**src/rtl/warp_div_pkg.sv**
```systemverilog
package warp_div_pkg;
  typedef enum logic [1:0] {
    OP_IDLE   = 2'd0,
    OP_STEP   = 2'd1,
    OP_BRANCH = 2'd2,
    OP_EXIT   = 2'd3
  } warp_op_e;
endpackage

```
**src/rtl/warp_init_mask.sv**
```systemverilog
module warp_init_mask #(
  parameter int LANES = 32,
  localparam int CW = $clog2(LANES + 1)
) (
  input  logic [CW-1:0]    count,
  output logic [LANES-1:0] mask
);
  for (genvar i = 0; i < LANES; i++) begin : g_lane
    assign mask[i] = (count > CW'(i));
  end
endmodule

```
**src/rtl/warp_recon_stack.sv**
```systemverilog
module warp_recon_stack #(
  parameter int LANES = 32,
  parameter int PCW   = 16,
  parameter int DEPTH = 8,
  localparam int DW = $clog2(DEPTH + 1),
  localparam int AW = $clog2(DEPTH)
) (
  input  logic             clk,
  input  logic             rst_n,
  input  logic             clr,
  input  logic             push,
  input  logic             pop,
  input  logic             mark,
  input  logic [PCW-1:0]   in_rpc,
  input  logic [PCW-1:0]   in_ppc,
  input  logic [LANES-1:0] in_pmask,
  input  logic [LANES-1:0] in_omask,
  output logic [PCW-1:0]   top_rpc,
  output logic [PCW-1:0]   top_ppc,
  output logic [LANES-1:0] top_pmask,
  output logic [LANES-1:0] top_omask,
  output logic             top_second,
  output logic [DW-1:0]    depth,
  output logic             full,
  output logic             empty
);
  logic [PCW-1:0]   rpc_q   [DEPTH];
  logic [PCW-1:0]   ppc_q   [DEPTH];
  logic [LANES-1:0] pmask_q [DEPTH];
  logic [LANES-1:0] omask_q [DEPTH];
  logic [DEPTH-1:0] sec_q, sec_d;
  logic [DW-1:0]    sp_q, sp_d;
  logic [AW-1:0]    top_idx;

  assign empty   = (sp_q == '0);
  assign full    = (sp_q == DW'(DEPTH));
  assign depth   = sp_q;
  assign top_idx = empty ? '0 : AW'(sp_q - DW'(1));

  assign top_rpc    = rpc_q[top_idx];
  assign top_ppc    = ppc_q[top_idx];
  assign top_pmask  = pmask_q[top_idx];
  assign top_omask  = omask_q[top_idx];
  assign top_second = sec_q[top_idx];

  always_comb begin
    sp_d  = sp_q;
    sec_d = sec_q;
    if (clr) begin
      sp_d = '0;
    end else if (push) begin
      sp_d = sp_q + DW'(1);
      sec_d[AW'(sp_q)] = 1'b0;
    end else if (pop) begin
      sp_d = sp_q - DW'(1);
    end else if (mark) begin
      sec_d[top_idx] = 1'b1;
    end
  end

  always_ff @(posedge clk or negedge rst_n) begin
    if (!rst_n) begin
      sp_q  <= '0;
      sec_q <= '0;
    end else begin
      sp_q  <= sp_d;
      sec_q <= sec_d;
    end
  end

  for (genvar e = 0; e < DEPTH; e++) begin : g_entry
    logic wr_en;
    assign wr_en = push && !clr && (sp_q == DW'(e));
    always_ff @(posedge clk) begin
      if (wr_en) begin
        rpc_q[e]   <= in_rpc;
        ppc_q[e]   <= in_ppc;
        pmask_q[e] <= in_pmask;
        omask_q[e] <= in_omask;
      end
    end
  end

  assert_push_room_R10: assert property (@(posedge clk) disable iff (!rst_n)
    (push && !clr) |-> !full);
  assert_pop_filled_R6: assert property (@(posedge clk) disable iff (!rst_n)
    (pop && !clr) |-> !empty);
endmodule

```
**src/rtl/warp_div_unit.sv**
```systemverilog
module warp_div_unit
  import warp_div_pkg::*;
#(
  parameter int LANES = 32,
  parameter int PCW   = 16,
  parameter int DEPTH = 8,
  localparam int CW = $clog2(LANES + 1),
  localparam int DW = $clog2(DEPTH + 1)
) (
  input  logic             clk,
  input  logic             rst_n,
  input  logic             launch,
  input  logic [PCW-1:0]   launch_pc,
  input  logic [CW-1:0]    launch_count,
  input  logic [1:0]       op,
  input  logic [LANES-1:0] taken,
  input  logic [PCW-1:0]   br_target,
  input  logic [PCW-1:0]   br_reconv,
  input  logic [LANES-1:0] exit_lanes,
  output logic [PCW-1:0]   pc,
  output logic [LANES-1:0] active_mask,
  output logic [DW-1:0]    depth,
  output logic             settling,
  output logic             done,
  output logic             overflow
);
  logic [PCW-1:0]   pc_q, pc_d;
  logic [LANES-1:0] mask_q, mask_d, gone_q, gone_d;
  logic             err_q, err_d;
  logic [LANES-1:0] start_mask, tk;
  logic             st_push, st_pop, st_mark, st_full, st_empty, st_second;
  logic [PCW-1:0]   st_rpc, st_ppc;
  logic [LANES-1:0] st_pmask, st_omask;
  warp_op_e         op_e;

  assign op_e = warp_op_e'(op);
  assign tk   = taken & mask_q;

  warp_init_mask #(.LANES(LANES)) u_init (
    .count (launch_count),
    .mask  (start_mask)
  );

  warp_recon_stack #(.LANES(LANES), .PCW(PCW), .DEPTH(DEPTH)) u_stack (
    .clk        (clk),
    .rst_n      (rst_n),
    .clr        (launch),
    .push       (st_push),
    .pop        (st_pop),
    .mark       (st_mark),
    .in_rpc     (br_reconv),
    .in_ppc     (pc_q + PCW'(1)),
    .in_pmask   (mask_q & ~tk),
    .in_omask   (mask_q),
    .top_rpc    (st_rpc),
    .top_ppc    (st_ppc),
    .top_pmask  (st_pmask),
    .top_omask  (st_omask),
    .top_second (st_second),
    .depth      (depth),
    .full       (st_full),
    .empty      (st_empty)
  );

  assign settling    = !st_empty && ((pc_q == st_rpc) || (mask_q == '0));
  assign pc          = pc_q;
  assign active_mask = mask_q;
  assign overflow    = err_q;
  assign done        = (mask_q == '0) && st_empty;

  always_comb begin
    pc_d    = pc_q;
    mask_d  = mask_q;
    gone_d  = gone_q;
    err_d   = err_q;
    st_push = 1'b0;
    st_pop  = 1'b0;
    st_mark = 1'b0;
    if (launch) begin
      pc_d   = launch_pc;
      mask_d = start_mask;
      gone_d = '0;
      err_d  = 1'b0;
    end else if (settling) begin
      if (!st_second) begin
        pc_d    = st_ppc;
        mask_d  = st_pmask & ~gone_q;
        st_mark = 1'b1;
      end else begin
        pc_d   = st_rpc;
        mask_d = st_omask & ~gone_q;
        st_pop = 1'b1;
      end
    end else begin
      case (op_e)
        OP_STEP: pc_d = pc_q + PCW'(1);
        OP_EXIT: begin
          pc_d   = pc_q + PCW'(1);
          mask_d = mask_q & ~exit_lanes;
          gone_d = gone_q | (mask_q & exit_lanes);
        end
        OP_BRANCH: begin
          if (tk == '0) begin
            pc_d = pc_q + PCW'(1);
          end else if (tk == mask_q) begin
            pc_d = br_target;
          end else if (st_full) begin
            err_d = 1'b1;
          end else begin
            st_push = 1'b1;
            pc_d    = br_target;
            mask_d  = tk;
          end
        end
        default: ;
      endcase
    end
  end

  always_ff @(posedge clk or negedge rst_n) begin
    if (!rst_n) begin
      pc_q   <= '0;
      mask_q <= '0;
      gone_q <= '0;
      err_q  <= 1'b0;
    end else begin
      pc_q   <= pc_d;
      mask_q <= mask_d;
      gone_q <= gone_d;
      err_q  <= err_d;
    end
  end

  assert_exited_stay_off_R8: assert property (@(posedge clk) disable iff (!rst_n)
    (mask_q & gone_q) == '0);
  assert_launch_clears_R2: assert property (@(posedge clk) disable iff (!rst_n)
    launch |=> (depth == '0) && !overflow);
  assert_uniform_no_push_R4: assert property (@(posedge clk) disable iff (!rst_n)
    (!launch && !settling && op_e == OP_BRANCH && (tk == '0 || tk == mask_q))
    |=> $stable(depth) && $stable(active_mask));
  assert_split_runs_taken_R5: assert property (@(posedge clk) disable iff (!rst_n)
    (!launch && !settling && op_e == OP_BRANCH && tk != '0 && tk != mask_q && !st_full)
    |=> (active_mask == $past(tk)) && (depth == $past(depth) + DW'(1)));
  assert_first_switch_R6: assert property (@(posedge clk) disable iff (!rst_n)
    (!launch && settling && !st_second) |=> (pc == $past(st_ppc)));
  assert_overflow_sticky_R10: assert property (@(posedge clk) disable iff (!rst_n)
    (overflow && !launch) |=> overflow);
endmodule

```
**config.mk**
```make
export PLATFORM = sky130hd
export DESIGN_NAME = warp_div_unit
export DESIGN_NICKNAME = d
export VERILOG_FILES = /design/src/rtl/warp_div_pkg.sv /design/src/rtl/warp_init_mask.sv /design/src/rtl/warp_recon_stack.sv /design/src/rtl/warp_div_unit.sv
export SDC_FILE = /design/constraint.sdc
export NUM_CORES = 1
export LEC_CHECK = 0
export CAP_MARGIN = 20
export CORE_UTILIZATION = 33
export DETAILED_ROUTE_END_ITERATION = 10
export DONT_BUFFER_PORTS = 1
export GPL_ROUTABILITY_DRIVEN = 0
export RECOVER_POWER = 100
export SLEW_MARGIN = 0
export SYNTH_ARGS = -nofsm -noshare
export SYNTH_HDL_FRONTEND = slang
export SYNTH_SLANG_ARGS = --single-unit
```
**constraint.sdc**
```tcl
create_clock -name clk -period 14.63 [get_ports clk]
set_input_delay 2.926 -clock clk [delete_from_list [all_inputs] [get_ports clk]]
set_output_delay 2.926 -clock clk [all_outputs]
set_load 0.02 [all_outputs]
```
## Word-level counts from Yosys, hierarchy flattened

Memory sizes are Yosys's and may differ from the RTL's.
Cells that the tools add are included.

| word-level totals | value |
|---|---|
| bits in registers | 93 |
| memory bits (writable) | 768 |
| logic and storage cells | 292 |
| memories kept | 4 |
| input port bits | 123 |

| operators by class | value |
|---|---|
| eq/ne operators | 21 |
| reduce and logical (&&, ||, !) cells | 60 |
| magnitude comparators | 36 |
| multiplexer cells | 148 |
| add/sub/neg operators | 3 |
| bitwise gates (word level) | 14 |

Memories:

| memory | words | bits a word | read ports | clocked after Yosys merged registers in | write ports | RTL line | RTL |
|---|---|---|---|---|---|---|---|
| u_stack.omask_q | 8 | 32 | 1 | 0 | 1 | warp_recon_stack.sv:30 | `logic [LANES-1:0] omask_q [DEPTH];` |
| u_stack.pmask_q | 8 | 32 | 1 | 0 | 1 | warp_recon_stack.sv:29 | `logic [LANES-1:0] pmask_q [DEPTH];` |
| u_stack.ppc_q | 8 | 16 | 1 | 0 | 1 | warp_recon_stack.sv:28 | `logic [PCW-1:0] ppc_q [DEPTH];` |
| u_stack.rpc_q | 8 | 16 | 1 | 0 | 1 | warp_recon_stack.sv:27 | `logic [PCW-1:0] rpc_q [DEPTH];` |

Operators by type and width:

| operator | count |
|---|---|
| 32-bit 2-to-1 mux | 23 |
| 32-bit OR reduction | 14 |
| 16-bit 2-to-1 mux | 20 |
| 16-bit OR reduction | 14 |
| 32-bit AND | 6 |
| 6-bit by 5-bit greater-than comparator with 1-bit output, second input constant | 16 |
| 32-bit NOT | 3 |
| 3-bit 2-to-1 mux | 29 |
| 1-bit 2-to-1 mux | 65 |
| 32-bit zero test | 2 |
| 32-bit case mux with 2 select lines | 1 |
| 6-bit by 4-bit greater-than comparator with 1-bit output, second input constant | 8 |
| 32-bit == test | 1 |
| 32-bit OR | 1 |
| 16-bit case mux with 2 select lines | 1 |
| 6-bit by 3-bit greater-than comparator with 1-bit output, second input constant | 4 |
| 8-bit 2-to-1 mux | 3 |
| 16-bit by 1-bit adder with 16-bit output, second input constant | 1 |
| 16-bit == test | 1 |
| 4-bit by 3-bit == test with 1-bit output, second input constant | 4 |
| 1-bit logical AND | 13 |
| 6-bit by 1-bit greater-than comparator with 1-bit output, second input constant | 2 |
| 6-bit by 2-bit greater-than comparator with 1-bit output, second input constant | 2 |
| 4-bit 2-to-1 mux | 3 |
| other kinds (30) | 45 |

## Logic depth before layout (Yosys ltp)

Gate-level depths: netlist of run 1.
An unclocked memory read counts as a cell.

| depth | value |
|---|---|
| depth after elaboration | 20 |
| mapped depth | 22 |
| mapped depth without buffers | 13 |

## By module

A second synthesis of run 1 with hierarchy kept.

| unflattened totals | value |
|---|---|
| cell total of the unflattened synthesis | 2806 |
| area total of the unflattened synthesis | 38789.7 um^2 |

By module, submodules not included:

| module | area each (um^2) | times used | cells each |
|---|---|---|---|
| warp_recon_stack | 32012.0 | 1 | 1994 |
| warp_div_unit | 6449.9 | 1 | 751 |
| warp_init_mask | 327.8 | 1 | 61 |

## Worst setup path before layout of run 1

Ideal clock, no wire load.

| timing | value |
|---|---|
| kind | register to register |
| from | register u_stack.sp_q[0] (netlist: u_stack.depth[0]) |
| to | memory u_stack.omask_q[4][0], enable pin |
| data required time | 13942 ps |
| stages on the path, launching flop included | 20 |
| clock period less this slack | 12141 ps |
| library setup time | 688 ps |
| setup slack | 2489 ps |
| data arrival time | 11452 ps |
| cell sequence | dfrtp_1 -> inv_1 -> buf_2 -> clkbuf_1 -> clkbuf_1 -> clkbuf_1 -> clkbuf_1 -> ha_1 -> or3b_1 -> buf_2 -> buf_2 -> a21boi_0 -> a2111oi_0 -> a2111o_1 -> xor2_1 -> nand4_1 -> or4_1 -> buf_2 -> nand4_1 -> nor3b_1 |

| on the way | value |
|---|---|
| elaborated cells between the ends (all ways) | 68 |
| classes of those cells | add/sub: 1; eq/ne: 9; mux: 37; reduce/logical: 20; memory: 1 |

RTL lines:

| what | RTL line | RTL |
|---|---|---|
| start: declaration | warp_recon_stack.sv:32 | `logic [DW-1:0] sp_q, sp_d;` |
| start signal: assignment | warp_recon_stack.sv:66 | `sp_q <= sp_d;` |
| 4-bit by 1-bit subtractor with 4-bit output or 4-bit zero test (tied branches) | warp_recon_stack.sv:38, warp_recon_stack.sv:35 |  |
| 3-bit 2-to-1 mux | warp_recon_stack.sv:38 | `assign top_idx = empty ? '0 : AW'(sp_q - DW'(1));` |
| memory 8 x 16 bit | n/a |  |
| 16-bit == test | warp_div_unit.sv:65 | `assign settling = !st_empty && ((pc_q == st_rpc) \|\| (mask_q == '0));` |
| 1-bit logical OR | warp_div_unit.sv:65 |  |
| 1-bit logical AND | warp_div_unit.sv:65 |  |
| 1-bit 2-to-1 mux | warp_div_unit.sv:84 | `end else if (settling) begin` |
| 1-bit 2-to-1 mux | warp_div_unit.sv:79 | `if (launch) begin` |
| 1-bit logical AND | warp_recon_stack.sv:73 | `assign wr_en = push && !clr && (sp_q == DW'(e));` |
| 1-bit logical AND (*) | warp_recon_stack.sv:73 |  |
| named net u_stack.g_entry[4].wr_en | warp_recon_stack.sv:72 | `logic wr_en;` |
| 1-bit 2-to-1 mux (*) | warp_recon_stack.sv:75 | `if (wr_en) begin` |
| 1-bit 2-to-1 mux (not written as such) (*) | warp_recon_stack.sv:79 | `omask_q[e] <= in_omask;` |
| 32-bit OR reduction (no source line) | n/a |  |
| 3-bit 2-to-1 mux (no source line) or 1-bit 2-to-1 mux (tied branches) (4 in series) | n/a |  |
| end: declaration | warp_recon_stack.sv:30 |  |

The timed path passes the listed nets; every way through them passes the cells marked *.

## Worst setup path after layout of run 1

| timing | value |
|---|---|
| from | register u_stack.sp_q[0] (netlist: u_stack.depth[0]) |
| to | memory u_stack.omask_q[2][31], enable pin |

| on the way | value |
|---|---|
| elaborated cells between the ends (all ways) | 68 |
| classes of those cells | add/sub: 1; eq/ne: 9; mux: 37; reduce/logical: 20; memory: 1 |

RTL lines:

| what | RTL line |
|---|---|
| 4-bit by 1-bit subtractor with 4-bit output or 4-bit zero test (tied branches) | warp_recon_stack.sv:38, warp_recon_stack.sv:35 |
| 3-bit 2-to-1 mux | warp_recon_stack.sv:38 |
| memory 8 x 16 bit | n/a |
| 16-bit == test | warp_div_unit.sv:65 |
| 1-bit logical OR | warp_div_unit.sv:65 |
| 1-bit logical AND | warp_div_unit.sv:65 |
| 1-bit 2-to-1 mux | warp_div_unit.sv:84 |
| 1-bit 2-to-1 mux | warp_div_unit.sv:79 |
| 1-bit logical AND | warp_recon_stack.sv:73 |
| 1-bit logical AND (*) | warp_recon_stack.sv:73 |
| named net u_stack.g_entry[2].wr_en | warp_recon_stack.sv:72 |
| 1-bit 2-to-1 mux (*) | warp_recon_stack.sv:75 |
| 1-bit 2-to-1 mux (not written as such) (*) | warp_recon_stack.sv:79 |
| 32-bit OR reduction (no source line) | n/a |
| 3-bit 2-to-1 mux (no source line) or 1-bit 2-to-1 mux (tied branches) (6 in series) | n/a |

Marked as above.

==> results of run 1 <==
routing by layer:
metal,vias to the layer above,share of wire,GRT usage
met2,1475,0.45,0.335
met5,-,0.0012,0
met4,24,0.039,0.0845
met3,303,0.13,0.0802
met1,12239,0.37,0.275
li1,9876,-,-
layout by cell type (no fill, tap or decap), types with 13 or more instances in the layout:
master and count:
a32oi_1 28, a21boi_0 26, o22ai_1 86, nand3_1 43, o211a_1 14, a21oi_1 107
nor2b_1 44, a211oi_1 13, o31ai_1 31, o221ai_1 59, nor3_1 48, nor4_1 17
clkbuf_16 85, nor2_1 166, a221oi_1 27, a2111oi_0 34, nand4_1 15, a2111o_1 15
edfxtp_1 768, a31oi_1 32, o21ai_0 38, nand2_1 188, xnor2_1 13, buf_4 28
a22oi_1 20, mux2_2 16, or3_1 13, o211ai_1 29, dfrtp_1 93, o2111ai_1 21
xor2_1 17, a41oi_1 35, mux2i_1 93, clkbuf_1 52
state kept, by name, summed over array words and instances, names as in the netlist:
register	flops
u_stack.rpc_q	128
active_mask	32
u_stack.sec_q	8
gone_q	32
overflow	1
u_stack.pmask_q	256
u_stack.ppc_q	128
u_stack.depth	4
u_stack.omask_q	256
pc	16
cell type report:
cell class | count | area (µm²) | share of cell area
diodes | 12 | 30.0 | 0.000757
clock buffers | 114 | 2290 | 0.0577
clock inverters | 35 | 357 | 0.00899
inverters | 10 | 38.8 | 0.000978
multi-input cells | 1425 | 9430 | 0.238
flip-flops and latches | 861 | 25400 | 0.640
well taps | 1391 | 1740 | 0.0439
repair buffers | 60 | 380 | 0.00959
where the power goes:
part	internal (mW)	switching [mW]	total, mW	leakage, nW
sequential	2.81	0.145	2.95	8.12
clock	1.19	0.920	2.11	1.28
combinational	0.289	0.663	0.952	3.36
cells in the mapped netlist, types with 31 or more instances:
master,n,share of area
a2111oi_0,36,0.0089
a21oi_1,106,0.015
a31oi_1,33,0.0058
a41oi_1,35,0.0086
clkbuf_1,125,0.013
dfrtp_1,93,0.066
edfxtp_1,768,0.65
mux2i_1,93,0.026
nand2_1,193,0.020
nand3_1,43,0.0061
nor2_1,168,0.018
nor2b_1,44,0.0078
nor3_1,49,0.0069
o21ai_0,38,0.0054
o221ai_1,59,0.015
o22ai_1,86,0.015
o31ai_1,31,0.0066
worst max-delay path, stage by stage (launching register included):
cell and delay [ps]:
dfrtp_1 710, clkbuf_1 3060, nor3_1 260, o211a_1 370, or4_1 530, xor2_1 160, nand4_1 140, or4_1 720
a21oi_1 2180, nor3_1 220, clkbuf_1 650, clkbuf_1 1750
cells by family after synthesis:
family | synth area share
AO/OA/AOI/OAI | 0.146
flip-flops | 0.715
AND/OR/NAND/NOR | 0.0761
buffers and inverters | 0.0218
adder cells (fa/ha/maj) | 0.00211
multiplexers | 0.0319
XOR/XNOR | 0.00740
path summary, 6_finish.rpt:
kind / slack [ps] / to / depth (start not counted)
worst max-delay path: 2860 / u_stack.omask_q[2][31] / 11
worst max register to register: 2860 / u_stack.omask_q[2][31] / 11
max in group asynchronous: 12320 / pc[4] / 0
worst min register to register: 490 / gone_q[19] / 2
worst min-delay path: 490 / gone_q[19] / 2
min in group asynchronous: 1970 / gone_q[6] / 0
==> flow_summary.toml, run 1 <==
[synth]
ys.flop_type = "edfxtp_1"
syn_inst = 2475
syn_area_um2 = 35500
syn_avg_cell_area_um2 = 14.3
seq_area_frac_synth = 0.715
synth_cell_types = 75
synthArstFlopShare = 0.108
synth-seq-cells = 861
synth_edf_count = 768
syn_nets = 2604
yosysWarningCount = 0

[floorplanning]
core_um2 = 106000
die_x_um = 330
rows = 119
die_h_um = 330
dieArea_um2 = 109000
initial_utilization = 0.335
io_pins = 178

[timing]
period_share = 0.804
worst_slack_ps = 2860
rsz0062_at_grt = "false"
setup_tns_ps = 0
worst_slew_pin_slew_ps = 4570
hold_slack_ps = 493
finalCriticalPeriod_ps = 11770
finalMaxSlewViolations = 769
setup_viol = 0
relSlewSlack = -2.05
finalHoldViolations = 0
max_freq_mhz = 85.0
finClkSkew_ps = 26.5

[clock_network]
clk_latency_ps = 660
clock_sinks = 861
numCtsBuffers = 81
cts_root_buf = "clkbuf_16"
cts_resized = 0
h-tree-depth = 3
cts_tree = "built"
cts.clk_slew.worst_paths_ps = 70
hold_buffers = 0
post_cts_buffers = 0
clock_path_buffers = 3

[routing]
wirelength_um = 120000
first_pass_iters = 6
avgViaCountPerCell = 6.12
ant_nets = 0
drt_iter0_drc = 3385
num_vias = 23917
drc = 0
drt-wirelength-per-cell_um = 30.7

[power_and_ir_drop]
leakagePower_nw = 12.8
ir_drop_mv = 0.101
power_mw = 6.01
power_density_nw_per_um2 = 152

[setup_path]
r2r-start = "u_stack.depth[0]"
arrival_ps = 11510
crit_path_end_kind = "flip-flop"
worst_ep_required_time_ps = 14370
path_class = "reg2reg"
worstSetupStartpoint = "u_stack.depth[0]"
path_max_fanout = 62
crit_path_start_kind = "flip-flop"

[cells_and_area]
fill_cells = 9864
fin_cells = 3908
area_growth_pct = 11.7
fin_nets = 2568
fin_util = 0.374
drive_gt1_frac = 0.0778
final_cell_area_um2 = 39700

[status]
violations = "max-capacitance violations, max-slew violations"
status = "finished with violations"

[grt]
grt_pass1_vias = 23167
grt_use_total = 0.216
grt_first_pass_wirelength_um = 170000
grt_max_degree = 94
gr-total-overflow = 0
antenna_found_initial = 20

[place]
place_area_um2 = 37100
place_inst = 3744
port_buffers = 0
dp_slack_ps = 5780
hpwl_um = 71400

[job]
max_cap_viol_count = 22

[hold_path]
hold_path.class = "reg2reg"
holdCritStartpoint = "gone_q[19]"
Power figures use the tool's default switching activity.
==> run 2, diff against run 1 <==
==> constraint.sdc (replaced) <==
create_clock -name clk -period 11.35 [get_ports clk]
set_input_delay 2.27 -clock clk [delete_from_list [all_inputs] [get_ports clk]]
set_output_delay 2.27 -clock clk [all_outputs]
set_load 0.02 [all_outputs]
==> flow_summary.toml, run 2 (synthesized netlist as in run 1, its figures left out) <==
[status]
status = "finished with violations"
violations = "max-capacitance violations, max-slew violations"

[clock_network]
cts.clk_slew.worst_paths_ps = 60
cts_resized = 0
cts_tree = "built"
cts_root_buf = "clkbuf_16"
h-tree-depth = 3
numCtsBuffers = 80
clock_sinks = 861
hold_buffers = 0
post_cts_buffers = 0
clk_latency_ps = 650
clock_path_buffers = 3

[hold_path]
hold_path.class = "reg2reg"
holdCritStartpoint = "gone_q[9]"
hold_end = "gone_q[9]"
hold_depth = 2

[routing]
wl_met2_um = 54300
drt_iter0_drc = 3099
wl_met3_um = 14000
top_layer = "met5"
first_pass_iters = 8
met1_length_um = 45100
num_vias = 23722
ant_nets = 0
wirelength_um = 118000
drt-wirelength-per-cell_um = 30.3
drc = 0
avgViaCountPerCell = 6.09

[cells_and_area]
reg_top3 = "u_stack.omask_q x256, u_stack.pmask_q x256"
final_cell_mix = "768 x edfxtp_1, 188 x nand2_1, 166 x nor2_1"
fin_nets = 2565
drive_gt1_frac = 0.0801
area_growth_pct = 11.3
mostFrequentLayoutCell = "edfxtp_1"
fin_cells = 3893

[floorplanning]
dieArea_um2 = 109000
initial_utilization = 0.335
core_um2 = 106000
rows = 119
die_x_um = 330
io_pins = 178
die_h_um = 330

[timing]
finClkSkew_ps = 37.4
finalCriticalPeriod_ps = 10040
setup_viol = 0
finalHoldViolations = 0
rsz0062_at_grt = "false"
worst_slew_pin_slew_ps = 4360
period_share = 0.884
worst_slack_ps = 1310
setup_tns_ps = 0
max_freq_mhz = 99.6
finalMaxSlewViolations = 551
relSlewSlack = -1.91

[grt]
grt_max_degree = 94
gr-total-overflow = 0
grt_first_pass_wirelength_um = 167000
grt_pass1_vias = 23120
grt_use_total = 0.212
antenna_found_initial = 13

[power_and_ir_drop]
power_density_nw_per_um2 = 195
leakagePower_nw = 12.8
ir_drop_mv = 0.101
power_mw = 7.69

[setup_path]
worst_ep_required_time_ps = 11610
path_max_fanout = 69
rr_endpoint = "u_stack.pmask_q[4][27]"
crit_path_max_incr_delay_ps = 2290
crit_path_start_kind = "flip-flop"
path_class = "reg2reg"
r2r-start = "u_stack.depth[0]"
ff2ff_path_depth = 14
path_buf_inv = 4
crit_path_end_kind = "flip-flop"
cp_cell_sequence = "clkinv_2 > ha_1 > nor3b_1 > nor2_4 > buf_4 > mux2i_1 > a2111o_1 > xor2_1 > nand4_1 > or4_1 > nand4_1 > nor3b_1 > clkbuf_1 > buf_4"
cp_top_family = "buffers and inverters"
worst-r2r-setup-slack_ps = 1310
slowest_stage = "nor3b_1"
arrival_ps = 10300

[place]
hpwl_um = 72200
place_inst = 3742
port_buffers = 0
dp_slack_ps = 3200

[job]
max_cap_viol_count = 16
## run 2: cell types whose count changed in the layout (fill, tap and decap cells not counted), moves of 2 or more
cell	delta
clkbuf_8	+2
clkinvlp_4	-2
buf_8	-2
diode_2	-8
bufinv_16	+2
buf_4	+9
clkbuf_1	-13
clkinv_4	-3
clkbuf_16	-5
clkinv_2	+3
clkbuf_2	+3
## run 2: worst min-delay path: stages (launching register included)
cell	delay (ps)
dfrtp_1	330
a41oi_1	50
nor2_1	70
## run 2: final cells by class
type	instances	area, µm²
Timing Repair Buffer	58	372
Clock inverter	35	363
Multi-Input combinational cell	1425	9430
Tap cell	1391	1740
Fill cell	9880	66500
Clock buffer	109	2180
Sequential cell	861	25400
Inverter	10	38.8
Antenna cell	4	10.0
## run 2: layer usage
layer,track usage,vias to the layer above
met5,0,-
met4,0.0865,16
met3,0.0680,294
met2,0.330,1487
met1,0.273,12072
li1,-,9853
## run 2: how the worst max path moves through the flow
stage	start	end	slack, ps	cells past startpoint
after global routing	u_stack.depth[0]	u_stack.pmask_q[4][27]	1100	14
after floorplan	u_stack.depth[0]	u_stack.omask_q[4][0]	-790	19
after CTS	u_stack.depth[0]	settling	2500	12
final	u_stack.depth[0]	u_stack.pmask_q[4][27]	1310	14
after detailed placement	u_stack.depth[0]	settling	3200	12
after global placement	u_stack.depth[0]	settling	3390	12
## run 2: metrics by stage
| stage | util | instance area (µm²) | hold WS, ps |
|---|---|---|---|
| final | 0.373 | 39500 | 489 |
| after global routing | 0.373 | 39500 | 521 |
| after CTS | 0.374 | 39600 | 494 |
| after detailed placement | 0.350 | 37100 | 479 |
| after global placement | 0.350 | 37100 | 475 |
| after floorplan | - | 35500 | 457 |
## run 2: report_power, final
| group | internal [mW] | switching, mW | total, mW |
|---|---|---|---|
| Combinational | 0.369 | 0.848 | 1.22 |
| Clock | 1.51 | 1.17 | 2.67 |
| Sequential | 3.62 | 0.187 | 3.80 |
